--- src/rtl/comp_pkg.sv ---
package comp_pkg;
  localparam int CHW = 8;
  localparam int NCH = 3;
  localparam int PIXW = CHW * NCH;
  localparam int AW = 8;
  localparam int NUM_PIPES = 2;

  typedef struct packed {
    logic load;
    logic run;
    logic route;
  } ctrl_strobe_t;

  function automatic logic [AW-1:0] scaleAlpha(input logic [AW-1:0] pa, input logic [AW-1:0] ga);
    logic [2*AW:0] prod;
    prod = (2*AW+1)'(pa) * (2*AW+1)'(ga) + (2*AW+1)'(127);
    return AW'(prod / (2*AW+1)'(255));
  endfunction

  function automatic logic [CHW-1:0] blendChan(input logic [AW-1:0] a, input logic [CHW-1:0] top,
                                               input logic [CHW-1:0] bot);
    logic [2*CHW:0] acc;
    acc = (2*CHW+1)'(a) * (2*CHW+1)'(top)
        + (2*CHW+1)'(8'd255 - a) * (2*CHW+1)'(bot)
        + (2*CHW+1)'(127);
    return CHW'(acc / (2*CHW+1)'(255));
  endfunction
endpackage

--- src/rtl/comp_ctrl.sv ---
module comp_ctrl
  import comp_pkg::*;
(
  input  logic         clk,
  input  logic         rstN,
  input  logic         modEn,
  input  logic         startEn,
  input  logic         outSel,
  input  logic         commitSet,
  input  logic         vblank,
  output ctrl_strobe_t strobe,
  output logic         commitBusy
);
  logic pending;

  always_ff @(posedge clk) begin
    if (!rstN) pending <= 1'b0;
    else       pending <= commitSet | (pending & ~vblank);
  end

  always_comb begin
    strobe.load  = vblank & pending;
    strobe.run   = modEn & startEn;
    strobe.route = outSel;
  end

  assign commitBusy = pending;
endmodule

--- src/rtl/comp_datapath.sv ---
module comp_datapath
  import comp_pkg::*;
#(
  parameter int NUM_LAYERS = 4,
  parameter int CW = 12,
  parameter int PRW = 2
) (
  input  logic                       clk,
  input  logic                       rstN,
  input  ctrl_strobe_t               strobe,
  input  logic                       quirkMode,
  input  logic [PIXW-1:0]            bgColor,
  input  logic [NUM_LAYERS-1:0]      cfgEnable,
  input  logic [NUM_LAYERS-1:0]      cfgPipe,
  input  logic [NUM_LAYERS*PRW-1:0]  cfgPrio,
  input  logic [NUM_LAYERS*CW-1:0]   cfgXpos,
  input  logic [NUM_LAYERS*CW-1:0]   cfgYpos,
  input  logic [NUM_LAYERS*CW-1:0]   cfgWidth,
  input  logic [NUM_LAYERS*CW-1:0]   cfgHeight,
  input  logic [NUM_LAYERS*AW-1:0]   cfgGlobalAlpha,
  input  logic [NUM_LAYERS*PIXW-1:0] pixIn,
  input  logic [NUM_LAYERS*AW-1:0]   alphaIn,
  input  logic                       pixValid,
  input  logic [CW-1:0]              xCnt,
  input  logic [CW-1:0]              yCnt,
  output logic                       outValid0,
  output logic                       outValid1,
  output logic [PIXW-1:0]            outPix
);
  localparam int IW = (NUM_LAYERS > 1) ? $clog2(NUM_LAYERS) : 1;

  // Active (committed) layer settings
  logic          actEn   [NUM_LAYERS];
  logic          actPipe [NUM_LAYERS];
  logic [PRW-1:0] actPrio[NUM_LAYERS];
  logic [CW-1:0] actX    [NUM_LAYERS];
  logic [CW-1:0] actY    [NUM_LAYERS];
  logic [CW-1:0] actW    [NUM_LAYERS];
  logic [CW-1:0] actH    [NUM_LAYERS];
  logic [AW-1:0] actGA   [NUM_LAYERS];

  always_ff @(posedge clk) begin
    for (int i = 0; i < NUM_LAYERS; i++) begin
      if (!rstN) begin
        actEn[i]   <= 1'b0;
        actPipe[i] <= 1'b0;
        actPrio[i] <= '0;
        actX[i]    <= '0;
        actY[i]    <= '0;
        actW[i]    <= '0;
        actH[i]    <= '0;
        actGA[i]   <= '0;
      end else if (strobe.load) begin
        actEn[i]   <= cfgEnable[i];
        actPipe[i] <= cfgPipe[i];
        actPrio[i] <= cfgPrio[i*PRW +: PRW];
        actX[i]    <= cfgXpos[i*CW +: CW];
        actY[i]    <= cfgYpos[i*CW +: CW];
        actW[i]    <= cfgWidth[i*CW +: CW];
        actH[i]    <= cfgHeight[i*CW +: CW];
        actGA[i]   <= cfgGlobalAlpha[i*AW +: AW];
      end
    end
  end

  // Per-layer coverage and effective alpha
  logic [NUM_LAYERS-1:0] hit;
  logic [AW-1:0]   effA   [NUM_LAYERS];
  logic [PIXW-1:0] layPix [NUM_LAYERS];

  for (genvar gi = 0; gi < NUM_LAYERS; gi++) begin : g_layer
    logic [CW:0] xEnd;
    logic [CW:0] yEnd;
    logic inX;
    logic inY;
    assign xEnd = {1'b0, actX[gi]} + {1'b0, actW[gi]};
    assign yEnd = {1'b0, actY[gi]} + {1'b0, actH[gi]};
    assign inX  = ({1'b0, xCnt} >= {1'b0, actX[gi]}) && ({1'b0, xCnt} < xEnd);
    assign inY  = ({1'b0, yCnt} >= {1'b0, actY[gi]}) && ({1'b0, yCnt} < yEnd);
    assign hit[gi]    = actEn[gi] && inX && inY;
    assign effA[gi]   = scaleAlpha(alphaIn[gi*AW +: AW], actGA[gi]);
    assign layPix[gi] = pixIn[gi*PIXW +: PIXW];
  end

  // Priority selection inside each pipe
  logic          selHit [NUM_PIPES];
  logic [IW-1:0] selIdx [NUM_PIPES];

  always_comb begin
    for (int p = 0; p < NUM_PIPES; p++) begin
      selHit[p] = 1'b0;
      selIdx[p] = '0;
      for (int i = 0; i < NUM_LAYERS; i++) begin
        if (hit[i] && (actPipe[i] == 1'(p)) &&
            (!selHit[p] || (actPrio[i] > actPrio[selIdx[p]]))) begin
          selHit[p] = 1'b1;
          selIdx[p] = IW'(i);
        end
      end
    end
  end

  // Bottom pipe result with the drop fault applied
  logic            dropLow;
  logic [PIXW-1:0] bottomPix;

  always_comb begin
    dropLow   = quirkMode && selHit[0] && (actPrio[selIdx[0]] == '0) &&
                (effA[selIdx[0]] != {AW{1'b1}});
    bottomPix = (selHit[0] && !dropLow) ? layPix[selIdx[0]] : bgColor;
  end

  // Stage 1 registers
  logic            s1Valid;
  logic            s1Route;
  logic            s1TopHit;
  logic [PIXW-1:0] s1Bottom;
  logic [PIXW-1:0] s1Top;
  logic [AW-1:0]   s1Alpha;

  always_ff @(posedge clk) begin
    if (!rstN) begin
      s1Valid  <= 1'b0;
      s1Route  <= 1'b0;
      s1TopHit <= 1'b0;
      s1Bottom <= '0;
      s1Top    <= '0;
      s1Alpha  <= '0;
    end else begin
      s1Valid  <= strobe.run & pixValid;
      s1Route  <= strobe.route;
      s1TopHit <= selHit[1];
      s1Bottom <= bottomPix;
      s1Top    <= layPix[selIdx[1]];
      s1Alpha  <= effA[selIdx[1]];
    end
  end

  // Stage 2: blend between the pipes
  logic [PIXW-1:0] blended;

  for (genvar gc = 0; gc < NCH; gc++) begin : g_chan
    assign blended[gc*CHW +: CHW] =
      blendChan(s1Alpha, s1Top[gc*CHW +: CHW], s1Bottom[gc*CHW +: CHW]);
  end

  always_ff @(posedge clk) begin
    if (!rstN) begin
      outValid0 <= 1'b0;
      outValid1 <= 1'b0;
      outPix    <= '0;
    end else begin
      outValid0 <= s1Valid & ~s1Route;
      outValid1 <= s1Valid & s1Route;
      outPix    <= !s1Valid ? '0 : (s1TopHit ? blended : s1Bottom);
    end
  end
endmodule

--- src/rtl/dual_pipe_compositor.sv ---
module dual_pipe_compositor
  import comp_pkg::*;
#(
  parameter int NUM_LAYERS = 4,
  parameter int CW = 12,
  parameter int PRW = 2
) (
  input  logic                       clk,
  input  logic                       rstN,
  input  logic                       modEn,
  input  logic                       startEn,
  input  logic                       outSel,
  input  logic                       quirkMode,
  input  logic [PIXW-1:0]            bgColor,
  input  logic                       commitSet,
  input  logic                       vblank,
  input  logic [NUM_LAYERS-1:0]      cfgEnable,
  input  logic [NUM_LAYERS-1:0]      cfgPipe,
  input  logic [NUM_LAYERS*PRW-1:0]  cfgPrio,
  input  logic [NUM_LAYERS*CW-1:0]   cfgXpos,
  input  logic [NUM_LAYERS*CW-1:0]   cfgYpos,
  input  logic [NUM_LAYERS*CW-1:0]   cfgWidth,
  input  logic [NUM_LAYERS*CW-1:0]   cfgHeight,
  input  logic [NUM_LAYERS*AW-1:0]   cfgGlobalAlpha,
  input  logic [NUM_LAYERS*PIXW-1:0] pixIn,
  input  logic [NUM_LAYERS*AW-1:0]   alphaIn,
  input  logic                       pixValid,
  input  logic [CW-1:0]              xCnt,
  input  logic [CW-1:0]              yCnt,
  output logic                       commitBusy,
  output logic                       outValid0,
  output logic                       outValid1,
  output logic [PIXW-1:0]            outPix
);
  ctrl_strobe_t strobe;

  comp_ctrl u_ctrl (
    .clk(clk), .rstN(rstN), .modEn(modEn), .startEn(startEn), .outSel(outSel),
    .commitSet(commitSet), .vblank(vblank), .strobe(strobe), .commitBusy(commitBusy)
  );

  comp_datapath #(.NUM_LAYERS(NUM_LAYERS), .CW(CW), .PRW(PRW)) u_dp (
    .clk(clk), .rstN(rstN), .strobe(strobe), .quirkMode(quirkMode), .bgColor(bgColor),
    .cfgEnable(cfgEnable), .cfgPipe(cfgPipe), .cfgPrio(cfgPrio), .cfgXpos(cfgXpos),
    .cfgYpos(cfgYpos), .cfgWidth(cfgWidth), .cfgHeight(cfgHeight),
    .cfgGlobalAlpha(cfgGlobalAlpha), .pixIn(pixIn), .alphaIn(alphaIn),
    .pixValid(pixValid), .xCnt(xCnt), .yCnt(yCnt),
    .outValid0(outValid0), .outValid1(outValid1), .outPix(outPix)
  );
endmodule

--- config.mk ---
export PLATFORM = sky130hd
export DESIGN_NAME = dual_pipe_compositor
export DESIGN_NICKNAME = d
export VERILOG_FILES = /design/src/rtl/comp_pkg.sv /design/src/rtl/comp_ctrl.sv /design/src/rtl/comp_datapath.sv /design/src/rtl/dual_pipe_compositor.sv
export SDC_FILE = /design/constraint.sdc
export NUM_CORES = 2
export LEC_CHECK = 0
export ABC_AREA = 1
export BUFFER_PORTS_ARGS = -buffer_cell sky130_fd_sc_hd__buf_4
export CORE_AREA = 2 2 518 392
export CTS_CLUSTER_SIZE = 25
export DETAILED_ROUTE_END_ITERATION = 10
export DIE_AREA = 0 0 520 394
export PLACE_DENSITY_LB_ADDON = 0.15
export SKIP_CTS_REPAIR_TIMING = 1
export SLEW_MARGIN = 40
export SYNTH_ARGS = -nofsm -noshare
export SYNTH_HDL_FRONTEND = slang
export SYNTH_SLANG_ARGS = --single-unit
--- constraint.sdc ---
create_clock -name clk -period 31.9 [get_ports clk]
set_input_delay 3.19 -clock clk [delete_from_list [all_inputs] [get_ports clk]]
set_output_delay 3.19 -clock clk [all_outputs]
set_load 0.05 [all_outputs]
==> flow_summary.yaml <==
grt:
  grt.overflow.total: 0
  antenna_found_initial: 15
  grt_pass1_vias: 55300
  track_usage_pct: 18.6
  grt_first_pass_wirelength_mm: 305
  grt_start_max_net_pins: 82
critical_path:
  critPathMaxStageDelay_ns: 0.59
  worstPathArrival_ns: 14.74
  worstSetupStartpoint: "alphaIn[24]"
  crit_type: "input pin to register"
  critPathRequiredTime_ns: 32.43
  cp_slowest_cell: "nand2_1"
  critPathMostFrequentCell: "nand2_1"
  startpoint_type: "input pin"
  r2r_cells: 76
  ff2ff_setup_slack_ns: 19.32
  critPathMaxFanout: 29
  endpoint_kind: "register"
  r2r-start: "u_dp.s1Alpha[4]"
timing:
  timing.final.crit_share_pct: 44.5
  finalHoldViolations: 0
  final_max_slew_viol_count: 0
  fmax_ghz: 0.0704
  setup_violations: 0
  worst_pin_slew_ns: 0.827
  fin_tns_setup_ns: 0
  clock_skew_ns: 0.0467
  min_period_ns: 14.20
  rsz0062_at_grt: "no"
  slew_headroom_pct: 44.9
min_path:
  hold_path_depth: 1
  hold_class: "register to register"
  hp-start: "u_dp.s1Route"
synthesis:
  syn-cell-area_um2: 59600
  synthFlopType: "edfxtp_1"
  seq_area_frac_synth_pct: 14.9
  synth_cells: 8781
  ys_top_cells_by_count: "2072 x nand2_1, 2031 x inv_1, 830 x nor2_1, 627 x ha_1, 488 x fa_1"
  synth_area_leaders: "fa_1 16%, ha_1 13%, nand2_1 13%"
  ys_warn_count: 0
  synth_top_area_cell: "fa_1"
  syn-mean-instance-area_um2: 6.79
  synth_cell_types: 76
  synthesis.nets: 10300
  synth_most_common_cell: "nand2_1"
  synth_edf_count: 238
  synth_async_sr_flop_share_pct: 0
  synth-seq-cells: 326
  yosys.area.top_type_share_pct: 16.4
place:
  globalplace.congestion: 0.856
  io_buffers: 451
  dp_hpwl_mm: 158
cells_and_area:
  layout.nets: 10600
  drive_gt1_share_pct: 11.2
  area_growth_pct: 12.9
clock_network:
  cts_buffers: 47
  cts_tree: "built"
  cts.sinks: 326
  path_clk_slew_ns: 0.06
  clockBufferDepth: 3
  h-tree-depth: 2
  worstSkewPairLatency_ns: 0.68
  cts_root_buf: "clkbuf_16"
status:
  violations: "DRC"
  outcome: "finished, violations left"
drt:
  dr.pass1.iters: 10
  wl_per_cell_um: 16.1
  drc: 22
  vias: 54200
  antenna_left: 0
  routed_via_density: 4.59
  drtIter0Drc: 3068
  routed_wirelength_mm: 190
floorplan:
  placementRows: 143
  start_util_pct: 29.7
  fp.dieH_um: 394
  num_io_pins: 452
  die_w_um: 520
  coreArea_um2: 201000
  die-area_um2: 205000
flow_run:
  maxCapViolCount: 0
## routing by layer
metal  vias to the layer above  share of wire [%]  GRT usage [%]
met2                      1033                 44           30.1
met3                       167                4.7           2.41
li1                      27700                  -              -
met5                         -              0.025              0
met1                     25400                 48           26.0
met4                         8                2.9           4.94
## kinds of logic (layout without fill, tap and decap cells)
family | Yosys count | in the layout | synth area share (%)
AO/OA/AOI/OAI | 958 | 958 | 9.25
XOR/XNOR | 182 | 182 | 2.72
adder cells (fa/ha/maj) | 1115 | 1115 | 29.5
buffers and inverters | 2325 | 2678 | 14.9
flip-flops | 326 | 326 | 14.9
other | 0 | 3 | 0
AND/OR/NAND/NOR | 3875 | 3875 | 28.6
## layout make-up
cell class,count,area [um2]
Timing Repair Buffer,482,3630
Antenna cell,3,7.51
Multi-Input combinational cell,6130,41900
Clock inverter,26,295
Inverter,2109,7920
Sequential cell,326,8910
Tap cell,2682,3360
Fill cell,21900,133000
Clock buffer,61,1300
## final timing paths
check,endpoint
worst max-delay path,u_dp.s1Bottom[8]
worst min-delay path,u_dp.outValid0
worst min register to register,u_dp.outValid0
worst max register to register,u_dp.outPix[0]
## metrics by stage
stage | setup WS, ns | hold WS, ns | area [um2] | utilization [%] | cells
floorplan | 19.92 | 0.393 | 59600 | - | 8781
CTS | 17.91 | 0.417 | 67300 | 33.6 | 11800
finish | 17.70 | 0.415 | 67300 | 33.6 | 11800
global placement | 17.22 | 0.400 | 65700 | 32.7 | 11700
detailed placement | 17.21 | 0.409 | 65700 | 32.8 | 11700
global route | 16.59 | 0.452 | 67300 | 33.6 | 11800
## layout by cell type (no fill, tap or decap), types with 17 or more instances in the layout
cell type,Yosys,routed
inv_2,63,67
inv_1,2031,2029
o21ai_1,67,67
ha_1,627,627
buf_4,4,479
nor2_4,19,19
xnor2_1,53,53
xor2_1,125,125
nand4_1,104,104
clkinv_1,14,17
fa_1,488,488
o211ai_1,55,55
nand2_1,2072,2069
clkbuf_16,0,50
nand3b_1,18,18
nor2_2,50,50
nand3_2,52,53
dfxtp_1,88,88
o21a_1,17,17
nor2_1,830,830
o21bai_1,34,34
o22ai_1,29,29
edfxtp_1,238,238
a21o_1,21,21
nor3_1,30,30
a21oi_1,371,363
nand2_4,33,34
a21oi_2,11,17
a31oi_1,19,19
nand2_2,157,159
nand3_1,455,453
o21ai_0,255,254
## critical path, delay by kind of cell
kind,cells,cell delay [ns]
buffers and inverters,8,0.79
adders and majority gates,6,2.80
and+or+nand+nor,51,7.14
AOI/OAI and AO/OA,3,0.76
## state kept, by name, summed over array words and instances (netlist names), 4 cells and up
signal / count
u_dp.s1Bottom: 24
u_dp.actEn: 4
u_dp.actPipe: 4
u_dp.actW: 48
u_dp.actGA: 32
u_dp.actH: 48
u_dp.actX: 48
u_dp.actPrio: 8
u_dp.s1Top: 24
u_dp.s1Alpha: 8
u_dp.actY: 48
u_dp.outPix: 24
Power is left out: the tool's default activity adds up to more than one toggle a clock period on the data nets, which glitch-free logic cannot reach.
